==> src/rtl/mon_hs_pkg.sv <==
package mon_hs_pkg;

    typedef enum logic [1:0] {
        TX_IDLE     = 2'd0,
        TX_WAIT_CLR = 2'd1,
        TX_WAIT_ACK = 2'd2
    } tx_state_e;

    typedef enum logic [1:0] {
        RX_HUNT      = 2'd0,
        RX_WAIT_READ = 2'd1,
        RX_ACKING    = 2'd2
    } rx_state_e;

endpackage

==> src/rtl/mon_tx_chan.sv <==
module mon_tx_chan
    import mon_hs_pkg::*;
#(
    parameter int BYTE_W = 8
) (
    input  logic              clk,
    input  logic              rst_n,
    input  logic              load_i,
    input  logic              send_i,
    input  logic [BYTE_W-1:0] byte_i,
    input  logic              stb_i,
    input  logic              ack_i,
    output logic              vld_o,
    output logic [BYTE_W-1:0] byte_o,
    output logic              done_o
);

    typedef struct packed {
        tx_state_e         st;
        logic [BYTE_W-1:0] data;
        logic              done;
    } tx_s_t;

    tx_s_t s_d, s_q;

    always_comb begin
        s_d = s_q;
        if (load_i) begin
            // a load always replaces the byte; only a send restarts the transfer
            s_d.data = byte_i;
            if (send_i) begin
                s_d.st   = TX_WAIT_CLR;
                s_d.done = 1'b0;
            end
        end else if (stb_i) begin
            unique case (s_q.st)
                TX_WAIT_CLR: if (!ack_i) s_d.st = TX_WAIT_ACK;
                TX_WAIT_ACK: if (ack_i) begin
                    s_d.st   = TX_IDLE;
                    s_d.done = 1'b1;
                end
                default: ;
            endcase
        end
    end

    always_ff @(posedge clk or negedge rst_n) begin
        if (!rst_n) begin
            s_q <= '{st: TX_IDLE, data: '0, done: 1'b0};
        end else begin
            s_q <= s_d;
        end
    end

    assign vld_o  = (s_q.st != TX_IDLE);
    assign byte_o = vld_o ? s_q.data : {BYTE_W{1'b1}};
    assign done_o = s_q.done;

endmodule

==> src/rtl/mon_rx_chan.sv <==
module mon_rx_chan
    import mon_hs_pkg::*;
#(
    parameter int BYTE_W = 8
) (
    input  logic              clk,
    input  logic              rst_n,
    input  logic              stb_i,
    input  logic              vld_i,
    input  logic [BYTE_W-1:0] byte_i,
    input  logic              room_i,
    input  logic              rd_hit_i,
    output logic              acc_o,
    output logic              ack_o,
    output logic [BYTE_W-1:0] data_o
);

    typedef struct packed {
        rx_state_e         st;
        logic [BYTE_W-1:0] last;
        logic              have;
        logic [BYTE_W-1:0] data;
    } rx_s_t;

    rx_s_t s_d, s_q;
    logic  acc;

    always_comb begin
        s_d = s_q;
        acc = 1'b0;
        unique case (s_q.st)
            RX_HUNT: begin
                if (stb_i) begin
                    if (!vld_i) begin
                        s_d.have = 1'b0;
                    end else if (s_q.have && (byte_i == s_q.last)) begin
                        // second identical arrival; take it only if the event queue has space
                        if (room_i) begin
                            acc       = 1'b1;
                            s_d.data  = byte_i;
                            s_d.st    = RX_WAIT_READ;
                            s_d.have  = 1'b0;
                        end
                    end else begin
                        s_d.last = byte_i;
                        s_d.have = 1'b1;
                    end
                end
            end
            RX_WAIT_READ: begin
                if (rd_hit_i) s_d.st = RX_ACKING;
            end
            RX_ACKING: begin
                if (stb_i && !vld_i) begin
                    s_d.st   = RX_HUNT;
                    s_d.have = 1'b0;
                end
            end
            default: s_d.st = RX_HUNT;
        endcase
    end

    always_ff @(posedge clk or negedge rst_n) begin
        if (!rst_n) begin
            s_q <= '{st: RX_HUNT, last: '0, have: 1'b0, data: '0};
        end else begin
            s_q <= s_d;
        end
    end

    assign acc_o  = acc;
    assign ack_o  = (s_q.st == RX_ACKING);
    assign data_o = s_q.data;

endmodule

==> src/rtl/mon_evt_fifo.sv <==
module mon_evt_fifo #(
    parameter int DEPTH = 4,
    parameter int W     = 4
) (
    input  logic         clk,
    input  logic         rst_n,
    input  logic         push_i,
    input  logic [W-1:0] data_i,
    input  logic         pop_i,
    output logic         empty_o,
    output logic         full_o,
    output logic [W-1:0] head_o
);

    localparam int PTR_W = (DEPTH > 1) ? $clog2(DEPTH) : 1;
    localparam int CNT_W = $clog2(DEPTH + 1);
    localparam logic [PTR_W-1:0] LAST_IDX = PTR_W'(DEPTH - 1);
    localparam logic [CNT_W-1:0] FULL_CNT = CNT_W'(DEPTH);

    typedef struct packed {
        logic [DEPTH-1:0][W-1:0] mem;
        logic [PTR_W-1:0]        wr;
        logic [PTR_W-1:0]        rd;
        logic [CNT_W-1:0]        cnt;
    } fifo_s_t;

    fifo_s_t s_d, s_q;
    logic    do_push, do_pop;

    always_comb begin
        s_d     = s_q;
        do_push = push_i && (s_q.cnt != FULL_CNT);
        do_pop  = pop_i && (s_q.cnt != '0);
        if (do_push) begin
            s_d.mem[s_q.wr] = data_i;
            s_d.wr = (s_q.wr == LAST_IDX) ? '0 : s_q.wr + 1'b1;
        end
        if (do_pop) begin
            s_d.rd = (s_q.rd == LAST_IDX) ? '0 : s_q.rd + 1'b1;
        end
        if (do_push && !do_pop) s_d.cnt = s_q.cnt + 1'b1;
        if (do_pop && !do_push) s_d.cnt = s_q.cnt - 1'b1;
    end

    always_ff @(posedge clk or negedge rst_n) begin
        if (!rst_n) begin
            s_q <= '0;
        end else begin
            s_q <= s_d;
        end
    end

    assign empty_o = (s_q.cnt == '0);
    assign full_o  = (s_q.cnt == FULL_CNT);
    assign head_o  = empty_o ? '0 : s_q.mem[s_q.rd];

endmodule

==> src/rtl/mon_hshake.sv <==
module mon_hshake
    import mon_hs_pkg::*;
#(
    parameter int NCH       = 16,
    parameter int BYTE_W    = 8,
    parameter int EVQ_DEPTH = 4,
    localparam int CH_W     = $clog2(NCH)
) (
    input  logic              clk,
    input  logic              rst_n,
    input  logic              host_tx_req,
    input  logic [CH_W-1:0]   host_tx_ch,
    input  logic [BYTE_W-1:0] host_tx_byte,
    input  logic              host_tx_send,
    output logic [NCH-1:0]    tx_done,
    input  logic              host_rd,
    input  logic [CH_W-1:0]   host_rd_ch,
    output logic [BYTE_W-1:0] rd_byte,
    output logic              irq,
    output logic [CH_W-1:0]   irq_ch,
    input  logic              host_evt_pop,
    input  logic [NCH-1:0]    slot_stb,
    input  logic [BYTE_W-1:0] line_rx_byte,
    input  logic              line_rx_vld,
    input  logic              line_rx_ack,
    output logic [BYTE_W-1:0] line_tx_byte,
    output logic              line_tx_vld,
    output logic              line_tx_ack
);

    logic [NCH-1:0]             tx_vld_vec;
    logic [NCH-1:0][BYTE_W-1:0] tx_byte_vec;
    logic [NCH-1:0]             acc_vec;
    logic [NCH-1:0]             ack_vec;
    logic [NCH-1:0][BYTE_W-1:0] rx_data_vec;
    logic                       evq_full;
    logic                       evq_empty;
    logic                       acc_any;
    logic [CH_W-1:0]            acc_ch;

    for (genvar k = 0; k < NCH; k++) begin : g_chan
        mon_tx_chan #(.BYTE_W(BYTE_W)) u_tx (
            .clk    (clk),
            .rst_n  (rst_n),
            .load_i (host_tx_req && (host_tx_ch == CH_W'(k))),
            .send_i (host_tx_send),
            .byte_i (host_tx_byte),
            .stb_i  (slot_stb[k]),
            .ack_i  (line_rx_ack),
            .vld_o  (tx_vld_vec[k]),
            .byte_o (tx_byte_vec[k]),
            .done_o (tx_done[k])
        );

        mon_rx_chan #(.BYTE_W(BYTE_W)) u_rx (
            .clk      (clk),
            .rst_n    (rst_n),
            .stb_i    (slot_stb[k]),
            .vld_i    (line_rx_vld),
            .byte_i   (line_rx_byte),
            .room_i   (!evq_full),
            .rd_hit_i (host_rd && (host_rd_ch == CH_W'(k))),
            .acc_o    (acc_vec[k]),
            .ack_o    (ack_vec[k]),
            .data_o   (rx_data_vec[k])
        );
    end

    // slot multiplexer and acceptance encoder; strobes are one-hot so at most one term contributes
    always_comb begin
        line_tx_byte = {BYTE_W{1'b1}};
        line_tx_vld  = 1'b0;
        line_tx_ack  = 1'b0;
        acc_any      = 1'b0;
        acc_ch       = '0;
        for (int k = 0; k < NCH; k++) begin
            if (slot_stb[k]) begin
                line_tx_byte = tx_byte_vec[k];
                line_tx_vld  = tx_vld_vec[k];
                line_tx_ack  = ack_vec[k];
            end
            if (acc_vec[k]) begin
                acc_any = 1'b1;
                acc_ch  = CH_W'(k);
            end
        end
    end

    mon_evt_fifo #(.DEPTH(EVQ_DEPTH), .W(CH_W)) u_evq (
        .clk     (clk),
        .rst_n   (rst_n),
        .push_i  (acc_any),
        .data_i  (acc_ch),
        .pop_i   (host_evt_pop),
        .empty_o (evq_empty),
        .full_o  (evq_full),
        .head_o  (irq_ch)
    );

    assign irq = !evq_empty;

    typedef struct packed {
        logic [BYTE_W-1:0] rd_byte;
    } top_s_t;

    top_s_t s_d, s_q;

    always_comb begin
        s_d = s_q;
        if (host_rd) begin
            for (int k = 0; k < NCH; k++) begin
                if (host_rd_ch == CH_W'(k)) s_d.rd_byte = rx_data_vec[k];
            end
        end
    end

    always_ff @(posedge clk or negedge rst_n) begin
        if (!rst_n) begin
            s_q <= '0;
        end else begin
            s_q <= s_d;
        end
    end

    assign rd_byte = s_q.rd_byte;

endmodule

==> config.mk <==
export PLATFORM = sky130hd
export DESIGN_NAME = mon_hshake
export DESIGN_NICKNAME = d
export VERILOG_FILES = /design/src/rtl/mon_hs_pkg.sv /design/src/rtl/mon_tx_chan.sv /design/src/rtl/mon_rx_chan.sv /design/src/rtl/mon_evt_fifo.sv /design/src/rtl/mon_hshake.sv
export SDC_FILE = /design/constraint.sdc
export NUM_CORES = 1
export LEC_CHECK = 0
export ABC_AREA = 1
export BUFFER_PORTS_ARGS = -buffer_cell sky130_fd_sc_hd__buf_4
export CORE_MARGIN = 2
export CORE_UTILIZATION = 48
export CTS_CLUSTER_SIZE = 10
export DETAILED_ROUTE_END_ITERATION = 8
export GPL_TIMING_DRIVEN = 0
export SLEW_MARGIN = 20
export SYNTH_ARGS = -nofsm -noshare
export SYNTH_HDL_FRONTEND = slang
export SYNTH_SLANG_ARGS = --single-unit
==> constraint.sdc <==
create_clock -name clk -period 4.1 [get_ports clk]
set_input_delay 0.41 -clock clk [delete_from_list [all_inputs] [get_ports clk]]
set_output_delay 0.41 -clock clk [all_outputs]
set_load 0.05 [all_outputs]
Word level (Yosys, flattened, before mapping)
Cells that the tools add are included.
Word-level totals
  flip-flop bits (word level): 511
  bits of input ports: 48
  output and inout bits: 39
  word-level logic and storage cells: 1218
Operators by class
  add/sub/neg operators: 4
  $lt $le $gt $ge: 3
  equal/unequal tests: 274
  muxes and demuxes: 512
  bitwise gates (word level): 17
  reduce and logical (&&, ||, !) cells: 288
Operators by type and width (count)
  8-bit two-way mux: 96
  19-bit two-way mux: 16
  1-bit two-way mux: 212
  4-bit AND reduction: 48
  2-bit two-way mux: 86
  2-bit nonzero test: 81
  10-bit two-way mux: 16
  2-bit inequality test, second input constant: 80
  5-bit AND reduction: 32
  9-bit two-way mux: 16
  8-bit equality test: 16
  3-bit by 2-bit inequality test with 1-bit output, second input constant: 32
  2-bit one-hot mux with 3 select lines: 16
  6-bit AND reduction: 16
  1-bit logical AND: 69
  2-bit equality test, second input constant: 34
  4-bit two-way mux: 17
  2-bit by 1-bit equality test with 1-bit output, second input constant: 32
  4-bit equality test, second input constant: 16
  2-bit by 1-bit inequality test with 1-bit output, second input constant: 32
  4-bit inequality test, second input constant: 16
  2-bit one-hot mux with 2 select lines: 16
  3-bit nonzero test: 17
  4-bit by 3-bit equality test with 1-bit output, second input constant: 8
  other kinds (21): 78

Depth between registers and ports, before layout
Gate-level depths: netlist of the first run.
  depth after elaboration: 26
  gate-level depth with buffers: 33
  depth with buffers taken out: 33

Cells and area by module
From an unflattened synthesis of the first run, not the netlist that was laid out.
Second synthesis, totals
  cells, all modules: 4721
  area total of the unflattened synthesis: 32560.0 um2
Modules (own cells, without submodules)
  mon_rx_chan: times used 16, cells an instance 156, area an instance 1154.9 um2, sequential area each 475.5 um2
  mon_tx_chan: times used 16, cells an instance 74, area an instance 546.8 um2, sequential area each 275.3 um2
  mon_hshake: times used 1, cells an instance 872, area an instance 3997.6 um2, sequential area each 200.2 um2
  mon_evt_fifo: times used 1, cells an instance 169, area an instance 1336.3 um2, sequential area each 575.6 um2

Worst setup path before layout of the first run
Ideal clock, no wire load.
  path type: input -> register
  start: input line_rx_byte[6]
  end: register u_evq.s_q[2] (netlist name)
  setup time: 0.131 ns
  arrival time: 2.843 ns
  data required time: 3.969 ns
  path slack: 1.126 ns
  stages: 16
  path buffers: 2
  path through: buf_2 > buf_4 > xor2_1 > nor2_1 > and3_1 > nand2_4 > nand2_1 > nor2_1 > nand2_4 > nor2_8 > ha_1 > inv_1 > fa_1 > a21oi_1 > o21ai_0 > xor2_1
On the way
  cells in the longest elaborated chain, start to end: 26
  elaborated cells between the ends (all ways): 118
  classes of those cells: 16 x eq/ne; 81 x mux; 21 x reduce/logical
Ends and longest elaborated chain
  from (decl): line mon_hshake.sv:23  | input logic [BYTE_W-1:0] line_rx_byte,
  8-bit equality test: line mon_rx_chan.sv:36  | end else if (s_q.have && (byte_i == s_q.last)) begin
  1-bit logical AND: line mon_rx_chan.sv:36
  1-bit two-way mux: line mon_rx_chan.sv:36
  1-bit two-way mux: line mon_rx_chan.sv:34  | if (!vld_i) begin
  1-bit two-way mux: line mon_rx_chan.sv:33  | if (stb_i) begin
  1-bit two-way mux: line mon_rx_chan.sv:31  | unique case (s_q.st)
  1-bit two-way mux (15 in a row): line mon_hshake.sv:82  | if (acc_vec[k]) begin
  1-bit two-way mux (*): line mon_hshake.sv:82
  1-bit logical AND (*): line mon_evt_fifo.sv:32  | do_push = push_i && (s_q.cnt != FULL_CNT);
  1-bit logical NOT: line mon_evt_fifo.sv:42  | if (do_pop && !do_push) s_d.cnt = s_q.cnt - 1'b1;
  1-bit logical AND: line mon_evt_fifo.sv:42
  3-bit two-way mux or 2-bit nonzero test (tied branches)
  to (signal assigned): line mon_evt_fifo.sv:47  | s_q <= '0;
  to (signal assigned): line mon_evt_fifo.sv:49  | s_q <= s_d;
  to (decl): line mon_evt_fifo.sv:27  | fifo_s_t s_d, s_q;
Every way passes the cells marked *; elsewhere a longest branch is shown, timed or not.
A chain may end at the register's enable or synchronous reset.

Worst setup path in the final report of the first run
  start: register u_evq.s_q[1] (netlist name)
  end: register u_evq.s_q[2] (netlist name)
On the way
  cells in the longest elaborated chain, start to end: 26
  elaborated cells between the ends (all ways): 95
  classes of those cells: 2 x add/sub; 2 x eq/ne; 83 x mux; 8 x reduce/logical
Ends and longest elaborated chain
  3-bit equality test: line mon_evt_fifo.sv:54  | assign full_o = (s_q.cnt == FULL_CNT);
  1-bit two-way mux: line mon_rx_chan.sv:38  | if (room_i) begin
  1-bit two-way mux: line mon_rx_chan.sv:36
  1-bit two-way mux: line mon_rx_chan.sv:34
  1-bit two-way mux: line mon_rx_chan.sv:33
  1-bit two-way mux: line mon_rx_chan.sv:31
  1-bit two-way mux (16 in a row): line mon_hshake.sv:82
  1-bit logical AND: line mon_evt_fifo.sv:32
  1-bit logical NOT: line mon_evt_fifo.sv:42
  1-bit logical AND: line mon_evt_fifo.sv:42
  3-bit two-way mux or 2-bit nonzero test (tied branches)
Parallel ways exist; a longest one is shown, timed or not. The select of a mux whose other input is x is not followed.

==> results of run 1 <==
==> timing repair <==
item                       4_1_cts  5_1_grt
gates cloned                     0        0
setup endpoints to repair        2        9
setup buffers                    0        3
pin swaps                        0        1
hold endpoints to repair        63        0
gates resized for setup          2       10
hold buffers                     1        0
==> worst max-delay path: stages, from the launching register on <==
cell,delay (ps)
dfrtp_1,400
nor2_1,230
nand2_4,220
inv_2,210
buf_4,300
nor2_2,80
nand2_2,230
nand2_2,110
nor3_2,290
nand4_2,320
nor2_8,270
ha_1,190
inv_1,80
fa_1,440
a21oi_1,140
o21ai_0,110
xor2_1,150
==> layer usage <==
layer	share of wire (%)	global-route usage [%]	vias up
li1	-	-	11221
met1	42	40.55	11690
met2	48	51.47	892
met3	6.2	4.088	211
met4	4.5	13.47	0
met5	0	0	-
==> state kept, by name, indices dropped and copies added (netlist names) <==
name                count
g_chan.u_tx.s_q       160
g_chan.u_rx.s_q       176
rd_byte                 8
g_chan.u_tx.done_o     16
g_chan.u_rx.data_o    128
u_evq.s_q              23
==> layout make-up <==
class	count	area share (%)
Inverter	296	3.754
Timing Repair Buffer	91	2.767
Tap cell	696	2.922
Buffer	182	2.843
Clock inverter	3	0.1344
Sequential cell	511	42.91
Clock buffer	74	5.488
Multi-Input combinational cell	2320	39.18
==> cells by family (layout without fill, tap and decap cells) <==
family                     after synthesis  count (layout)
and+or+nand+nor                       1431            1431
adders and majority gates               55              55
DFF                                    511             511
AOI/OAI and AO/OA                      804             804
buffers and inverters                  479             646
xor gates and xnor gates                30              30
==> worst paths after layout <==
path                                             from  slack [ps]                       end
worst max-delay path                     u_evq.s_q[1]         200              u_evq.s_q[2]
min in group asynchronous                       rst_n         240  g_chan[0].u_rx.data_o[4]
worst min register to register  g_chan[1].u_rx.s_q[8]         470     g_chan[1].u_rx.s_q[8]
worst max register to register           u_evq.s_q[1]         200              u_evq.s_q[2]
max in group asynchronous                       rst_n        1910    g_chan[13].u_tx.s_q[4]
worst min-delay path                          host_rd          80   g_chan[12].u_rx.s_q[18]
==> cells in the final DEF, fill, tap and decap left out, drive strengths merged, types with 21 or more instances in the layout <==
cell,instances
o21ai,591
o31ai,21
nand3,157
nor3,33
or2,85
o22ai,36
inv,292
buf,141
ha,54
a21oi,79
clkbuf,205
nand4,68
nor2,251
dfrtp,511
nand2,810
==> power by group through the flow <==
stage / Clock (mW) / Combinational (mW) / Sequential (mW)
6_report: 4.83 / 5.42 / 7.22
5_1_grt: 5.09 / 6.10 / 7.38
4_1_cts: 4.91 / 5.36 / 7.18
3_5_place_dp: 0 / 5.34 / 7.25
3_3_place_gp: 0 / 5.12 / 7.20
2_1_floorplan: 0 / 3.85 / 7.06
==> results_dict.tcl, run 1 <==
set metrics [dict create \
    synthSimpleGateAreaFrac_pct 23.91 \
    avgSynthCellArea_um2 7.974 \
    r2r_cells 16 \
    hold_class "input port to flip-flop" \
    cp-start-kind "flip-flop" \
    cp_max_fo 10 \
    utilization_pct 55.05 \
    cts_max_level 2 \
    yosys_warnings 0 \
    grt_pass1_vias 23302 \
    fin_nets 3564 \
    intPower_mw 11.10 \
    layout-drive-gt1-share_pct 10.21 \
    area_delta_synth_final_pct 12.89 \
    place.gp.congestion 0.9298 \
    power.leakage_nw 14.11 \
    ys_ff_latch 511 \
    ctsLongestPathBuffers 3 \
    drc_errors 0 \
    dr.pass1.iters 6 \
    cts_tree "done" \
    dp_hpwl_um 63770 \
    p_per_area_nw_per_um2 586.0 \
    synth_cells 3310 \
    path_class "flip-flop to flip-flop" \
    whs_path_depth 2 \
    ys.flop_type "dfrtp_1" \
    synth_edf_count 0 \
    worstPathArrival_ps 4390 \
    die_w_um 238.5 \
    synthesis.area_um2 26400 \
    power.clock.fraction_pct 27.6 \
    ir_worst_vdd_v 0.0003386 \
    pre_cts_ws_ps -309.7 \
    placementRows 85 \
    setup_tns_ps 0 \
    ant_nets 0 \
    synth_compound_gate_area_share_pct 16.55 \
    holdWs_ps 81.34 \
    pwr-share-comb_pct 31.0 \
    synth_top_area_share_pct 48.45 \
    grt_pass1_wl_um 134500 \
    cap_violations 0 \
    ys_top_cells_by_count "793 x nand2_1, 546 x o21ai_0, 511 x dfrtp_1" \
    overflow 0 \
    multi_input_area_um2 11670 \
    fin_crit_sh_pct 95.13 \
    ios 87 \
    total_power_mw 17.46 \
    slew_headroom_pct 22.60 \
    end_kind "flip-flop" \
    grt_max_degree 95 \
    io_buffer_count 81 \
    run_status "completed" \
    period_minus_slack_ps 3900 \
    core-area_um2 54130 \
    die_h_um 238.5 \
    fmax_mhz 256.4 \
    worst_slack_ps 199.6 \
    sequentialPowerShare_pct 41.3 \
    clock-sinks 511 \
    n_antenna_cell 0 \
    async_reset_ff_share_pct 100.0 \
    antenna_found_initial 0 \
    finalNonFillerCells 4173 \
    yosysMostFrequentCell "nand2_1" \
    synth_fa_ha_area_share_pct 2.636 \
    tightest_slew_ps 1161 \
    start_util_pct 48.76 \
    yosys-mux-area-fraction_pct 0 \
    fin_area_um2 29800 \
    cts-root-buf "clkbuf_16" \
    synth-xor-area-share_pct 0.9954 \
    synth_top_family_by_area "simple AND/OR/NAND/NOR gates" \
    clk_pin_slew_ps 60 \
    p_sw_share_pct 36.43 \
    vias 24014 \
    synth_seq_area_share_pct 48.45 \
    grt_setup_unrepaired "true" \
    post_dp_cell_area_um2 28050 \
    worst_clock_skew_ps 22.03 \
    drt-total-wl_um 86820 \
    dp_cells 4093 \
    hold_violations 0 \
    ys_types 62 \
    die_area_um2 56880 \
    grt_util_all_layers_pct 30.90 \
    critPathRequiredTime_ps 4590 \
    synthTopCellsByArea "dfrtp_1 48%, nand2_1 11%, o21ai_0 10%" \
    regArea_um2 12790 \
    yosysTopAreaCell "dfrtp_1" \
    nFillCells 5055 \
    wire_per_inst_um 20.81 \
    drtIter0Drc 2281 \
    cts-buffers-inserted 59 \
    viasPerCell 5.755 \
    synth_fp_nets 3413 \
    clk-insertion-delay-late_ps 630 \
    switchingPower_mw 6.362 \
    finalSetupViolations 0 \
    drv_slew 0 \
]
(Power assumes the default switching activity.)
==> inputs of run 2 (changes only) <==
--- a/config.mk
+++ b/config.mk
@@ -5,7 +5,6 @@
 export SDC_FILE = /design/constraint.sdc
 export NUM_CORES = 1
 export LEC_CHECK = 0
-export ABC_AREA = 1
 export BUFFER_PORTS_ARGS = -buffer_cell sky130_fd_sc_hd__buf_4
 export CORE_MARGIN = 2
 export CORE_UTILIZATION = 48
==> run 2 against run 1 <==
Sequential power fell by 11%. Register-to-register slack got worse by 70 ps. Final cell count fell by 15%. Die area rose by 0.90%. Combinational power fell by 29%. Critical path depth fell by 3. Area after synthesis rose by 0.92%. Worst setup slack got worse by 65 ps. Clock power rose by 1%. Wire length rose by 2.8%. Largest cell class unchanged. Largest power group unchanged. Highest routed layer is now met5.
==> results_dict.tcl, run 2 <==
set metrics [dict create \
    ys.flop_type "dfrtp_1" \
    yosysTopAreaCell "dfrtp_1" \
    cts_tree "done" \
    holdPathEnd "g_chan[11].u_tx.s_q[2]" \
    start_util_pct 48.45 \
    async_reset_ff_share_pct 100.0 \
    cap_violations 0 \
    synth_edf_count 0 \
    final_cell_mix "511 x dfrtp_1, 416 x nand2_1, 294 x mux2_2" \
    ys_ff_latch 511 \
    clock-sinks 511 \
    ctsLongestPathBuffers 3 \
    place.gp.congestion 0.9517 \
    area_delta_synth_final_pct 12.98 \
    power.clock.fraction_pct 32.3 \
    grt_util_all_layers_pct 31.55 \
    final_common_cell "dfrtp_1" \
    ys_types 77 \
    hold_violations 0 \
    grt_setup_unrepaired "false" \
    io_buffer_count 74 \
    synth_top_area_share_pct 48.00 \
    antenna_found_initial 1 \
    cp_max_fo 10 \
    drv_slew 0 \
    fin_nets 2871 \
    worstPathArrival_ps 4520 \
    utilization_pct 54.73 \
    wire_per_inst_um 25.21 \
    regToRegSetupSlack_ps 130 \
    fin_crit_sh_pct 96.72 \
    synthesis.area_um2 26640 \
    dr.pass1.iters 6 \
    die_h_um 239.6 \
    drt-total-wl_um 89260 \
    placementRows 86 \
    vias 21467 \
    pre_cts_ws_ps -1128 \
    worst_slack_ps 134.5 \
    intPower_mw 10.17 \
    pwr-share-comb_pct 25.4 \
    clk-insertion-delay-late_ps 640 \
    cts_max_level 2 \
    top_register "g_chan.u_rx.s_q" \
    cts-buffers-inserted 60 \
    fmax_mhz 252.2 \
    setup_tns_ps 0 \
    synth_fp_nets 2726 \
    synth_seq_area_share_pct 48.00 \
    finalSetupViolations 0 \
    overflow 0 \
    ir_worst_vdd_v 0.0004764 \
    nFillCells 4935 \
    yosysMostFrequentCell "dfrtp_1" \
    avgSynthCellArea_um2 10.16 \
    dp_hpwl_um 63870 \
    die_area_um2 57400 \
    layout-drive-gt1-share_pct 19.19 \
    cts-root-buf "clkbuf_16" \
    yosys_warnings 0 \
    grt_pass1_vias 21633 \
    n_antenna_cell 0 \
    die_w_um 239.6 \
    viasPerCell 6.062 \
    hp-start "host_tx_byte[1]" \
    critPathRequiredTime_ps 4660 \
    whs_path_depth 2 \
    grt_pass1_wl_um 134800 \
    slew_headroom_pct 15.38 \
    p_per_area_nw_per_um2 502.0 \
    end_kind "flip-flop" \
    run_status "completed" \
    r2r_cells 13 \
    synth_cells 2623 \
    period_minus_slack_ps 3966 \
    grt_max_degree 99 \
    largest_reg_flops 176 \
    path_class "flip-flop to flip-flop" \
    drtIter0Drc 1836 \
    sequentialPowerShare_pct 42.3 \
    post_cts_buffers 0 \
    core-area_um2 54990 \
    ios 87 \
    r2r_start "u_evq.s_q[1]" \
    drc_errors 0 \
    tightest_slew_ps 1269 \
    worst_clock_skew_ps 15.58 \
    ant_nets 0 \
    power.leakage_nw 13.38 \
    switchingPower_mw 4.940 \
    clk_pin_slew_ps 60 \
    hold_class "input port to flip-flop" \
    r2r-end "u_evq.s_q[2]" \
    cp-start-kind "flip-flop" \
    critPathLaunch "u_evq.s_q[1]" \
    ys_top_cells_by_count "511 x dfrtp_1, 416 x nand2_1, 294 x mux2_2" \
    p_sw_share_pct 32.70 \
    synthTopCellsByArea "dfrtp_1 48%, mux2_2 12%, nand2_1 5.9%" \
]
==> run 2: cell count changes after synthesis, sizes merged, moves of 49 or more <==
cell / delta
or2: -81
mux2: +294
xnor2: +86
o21ai: -463
inv: -189
nand3: -110
nand2: -390
nand2b: +49
nor2: -146
==> run 2: layout make-up <==
cell class	instances	area (um^2)	share of cell area (%)
Buffer	195	832.0	2.765
Clock buffer	84	1683	5.592
Clock inverter	3	15.01	0.04989
Inverter	104	390.4	1.297
Multi-Input combinational cell	1811	12710	42.23
Sequential cell	511	12790	42.49
Tap cell	748	935.9	3.110
Timing Repair Buffer	85	743.2	2.470
==> run 2: worst max path at each step <==
stage          slack [ps]                      to
5_1_grt                 6            u_evq.s_q[2]
3_5_place_dp        -1130            u_evq.s_q[2]
2_1_floorplan         750            u_evq.s_q[2]
3_3_place_gp        -2890  g_chan[12].u_tx.s_q[4]
4_1_cts                 2             line_tx_vld
6_report              130            u_evq.s_q[2]
==> run 2: stage by stage <==
step / std cells / area [um^2] / hold slack, ps / power [mW]
3_5_place_dp: 3455 / 28350 / 435.0 / 10.25
2_1_floorplan: 2623 / 26640 / 114.4 / 8.992
5_1_grt: 3541 / 30100 / 101.1 / 15.85
3_3_place_gp: 3445 / 28130 / 444.9 / 10.07
4_1_cts: 3543 / 30090 / 85.71 / 15.14
6_report: 3541 / 30100 / 105.8 / 15.11
==> run 2: critical path: stages (launching register included) <==
cell and delay (ps):
dfrtp_1 420, or3b_1 400, buf_6 160, clkbuf_1 310, and3_2 420, nor4_4 430, o2111ai_4 270, nor3_2 330
ha_1 230, inv_1 70, fa_1 420, xor2_1 150, nor2_1 110, xor2_1 150
==> run 2: logic make-up (layout without fill, tap and decap cells) <==
family	Yosys count	in the layout	share of synthesized area [%]
flip-flops	511	511	48.00
buffers and inverters	301	471	4.612
AND/OR/NAND/NOR	790	790	13.94
XOR/XNOR	131	131	4.307
multiplexers	317	317	13.57
adder cells (fa/ha/maj)	55	55	2.612
AO/OA/AOI/OAI	518	518	12.95
==> run 2: power groups by stage <==
stage          sequential, mW  combinational (mW)  clock, mW
2_1_floorplan            6.33                2.66          0
3_3_place_gp             6.41                3.65          0
3_5_place_dp             6.46                3.80          0
4_1_cts                  6.38                3.82       4.95
5_1_grt                  6.48                4.20       5.16
6_report                 6.39                3.84       4.88
==> run 2: what timing repair did <==
item | 4_1_cts | 5_1_grt
hold buffers | 1 | 0
pin swaps | 0 | 1
resized for setup | 5 | 5
endpoints found under the setup margin | 2 | 3
endpoints found under the hold margin | 72 | 0
==> run 2: metal layers <==
metal	routed length [um]	vias up	global-route usage, %
met2	42030	873	51.19
li1	-	9520	-
met5	13	-	0
met1	36700	10828	40.93
met3	5664	244	4.702
met4	4849	2	16.67
==> inputs of run 3 (changes only) <==
--- a/config.mk
+++ b/config.mk
@@ -7,10 +7,11 @@
 export LEC_CHECK = 0
 export BUFFER_PORTS_ARGS = -buffer_cell sky130_fd_sc_hd__buf_4
 export CORE_MARGIN = 2
-export CORE_UTILIZATION = 48
+export CORE_UTILIZATION = 63
 export CTS_CLUSTER_SIZE = 10
 export DETAILED_ROUTE_END_ITERATION = 8
 export GPL_TIMING_DRIVEN = 0
+export PLACE_DENSITY = 0.81
 export SLEW_MARGIN = 20
 export SYNTH_ARGS = -nofsm -noshare
 export SYNTH_HDL_FRONTEND = slang
==> run 3 against run 2 <==
Critical path depth decreased by 3. Total power decreased by 1.2%. Wire length decreased by 2.3%. Hold slack got worse by 3.9 ps. Global-route usage increased by 8.5 points. Sequential power about the same. Clock skew decreased by 1.9 ps. Register-to-register slack about the same. Combinational power increased by 1%. Clock power decreased by 5.3%. Final cell count decreased by 6.2%. Critical path type is now input port to flip-flop. Critical endpoint is now u_evq.s_q[16]. Largest power group unchanged.
==> results_dict.tcl, run 3 (same netlist as run 2, synthesis figures left out) <==
set metrics [dict create \
    die_w_um 209.6 \
    wire_per_inst_um 26.28 \
    hold_class "input port to flip-flop" \
    crit_buf_inv 4 \
    p_per_area_nw_per_um2 502.0 \
    path_class "input port to flip-flop" \
    grt_util_all_layers_pct 40.04 \
    worstPathArrival_ps 4470 \
    cp_max_fo 10 \
    worst_slack_ps 99.18 \
    die_h_um 209.6 \
    dr.pass1.iters 6 \
    cts_max_level 2 \
    power.clock.fraction_pct 31.0 \
    die_area_um2 43940 \
    holdWs_ps 102.0 \
    slowest_stage "a21oi_1" \
    cts_tree "done" \
    power.leakage_nw 13.32 \
    nFillCells 3128 \
    tightest_slew_ps 1122 \
    sequentialPowerShare_pct 43.0 \
    fmax_mhz 249.9 \
    drv_slew 0 \
    fin_crit_sh_pct 97.58 \
    period_minus_slack_ps 4001 \
    top_register "g_chan.u_rx.s_q" \
    ant_nets 0 \
    slew_headroom_pct 25.17 \
    final_cell_mix "511 x dfrtp_1, 416 x nand2_1, 294 x mux2_2" \
    n_antenna_cell 0 \
    finalSetupViolations 0 \
    critPathRequiredTime_ps 4570 \
    intPower_mw 9.953 \
    drc_errors 0 \
    grt_setup_unrepaired "false" \
    dp_hpwl_um 61720 \
    hold_violations 0 \
    path_delay_family "buffers and inverters" \
    p_sw_share_pct 33.30 \
    grt_pass1_wl_um 132500 \
    start_util_pct 63.65 \
    drt-total-wl_um 87240 \
    grt_pass1_vias 22420 \
    cts-root-buf "clkbuf_16" \
    ios 87 \
    vias 22287 \
    post_cts_buffers 0 \
    end_kind "flip-flop" \
    cap_violations 0 \
    overflow 0 \
    core-area_um2 41850 \
    worst_clock_skew_ps 13.71 \
    switchingPower_mw 4.969 \
    area_delta_synth_final_pct 11.59 \
    io_buffer_count 74 \
    final_common_cell "dfrtp_1" \
    clk_pin_slew_ps 60 \
    grt_max_degree 100 \
    slowest_delay_ps 680 \
    fin_nets 2871 \
    placementRows 75 \
    ctsLongestPathBuffers 3 \
    clock-sinks 511 \
    pwr-share-comb_pct 26.0 \
    antenna_found_initial 1 \
    cts-buffers-inserted 58 \
    clk-insertion-delay-late_ps 630 \
    place.gp.congestion 0.9891 \
    cp_common_cell "clkbuf_1" \
    largest_reg_flops 176 \
    drtIter0Drc 2621 \
    viasPerCell 6.713 \
    cp_cell_sequence "buf_4, clkbuf_1, nor4bb_1, clkbuf_1, nand2_1, nor4_1, clkbuf_1, nor3_1, a21oi_1, mux2i_1" \
    layout-drive-gt1-share_pct 18.99 \
    pre_cts_ws_ps -929.2 \
    ir_worst_vdd_v 0.0006214 \
    cp-start-kind "input port" \
    run_status "completed" \
]
-- run 3: cell types whose count changed in the layout (fill, tap and decap cells not counted), moves of 2 or more --
cell,before,now
clkbuf_16,61,58
clkbuf_8,7,3
inv_6,0,2
clkinv_2,3,0
clkbuf_1,150,144
buf_2,21,18
clkbuf_4,0,3
-- run 3: per-layer routing --
layer / part of all wire (%) / vias to the layer above / GRT usage (%)
met5: 0 / - / 0
met4: 7.7 / 0 / 26.63
met3: 9.7 / 396 / 7.452
met2: 45 / 1454 / 62.48
met1: 37 / 10957 / 51.46
li1: - / 9480 / -
-- run 3: power groups by stage --
| stage | clock, mW | sequential [mW] | combinational [mW] |
|---|---|---|---|
| after floorplan | 0 | 6.33 | 2.66 |
| after global routing | 4.80 | 6.50 | 4.20 |
| after global placement | 0 | 6.41 | 3.57 |
| after CTS | 4.62 | 6.40 | 3.83 |
| after detailed placement | 0 | 6.47 | 3.78 |
| final | 4.62 | 6.42 | 3.88 |
-- run 3: stage by stage --
step	total power, mW	setup TNS (ps)	cell area (um^2)	utilization, %	std cells
2_1_floorplan	8.992	0	26640	-	2623
3_3_place_gp	9.979	-1303450	27870	66.59	3236
3_5_place_dp	10.25	-3535	28110	67.16	3247
4_1_cts	14.84	0	29720	71.00	3321
5_1_grt	15.50	0	29730	71.03	3320
6_report	14.92	0	29730	71.03	3320
-- run 3: area by class of cell --
class	instances	area [um^2]	share of cell area (%)
Timing Repair Buffer	86	774.5	2.605
Multi-Input combinational cell	1811	12690	42.70
Inverter	104	390.4	1.313
Clock inverter	4	41.29	0.1389
Clock buffer	69	1523	5.122
Buffer	196	842.1	2.833
Sequential cell	511	12790	43.02
Tap cell	539	674.4	2.269
-- run 3: worst paths after layout --
path / start / to / slack [ps] / cells after the start
max: line_rx_vld / u_evq.s_q[16] / 100 / 10
min: host_tx_byte[1] / g_chan[11].u_tx.s_q[2] / 100 / 2
max reg2reg: g_chan[8].u_rx.s_q[18] / u_evq.s_q[16] / 140 / 8
min reg2reg: g_chan[9].u_rx.data_o[3] / g_chan[9].u_rx.data_o[3] / 460 / 2
max in group asynchronous: rst_n / g_chan[14].u_tx.s_q[5] / 2770 / 4
min in group asynchronous: rst_n / g_chan[2].u_rx.s_q[9] / 210 / 2
-- run 3: timing repair --
| item | 4_1_cts | 5_1_grt |
|---|---|---|
| cloned | 0 | 0 |
| hold buffers | 1 | 0 |
| hold endpoints to repair | 157 | 0 |
| resized for setup | 5 | 3 |
| endpoints found under the setup margin | 2 | 1 |
-- run 3: worst reg2reg max path: cells and delay by family, from the launching register on --
family          cells  cell delay (ps)
mux                 1              170
compound gates      1              680
flops               1              440
simple gates        4             1430
buf+inv             2             1080
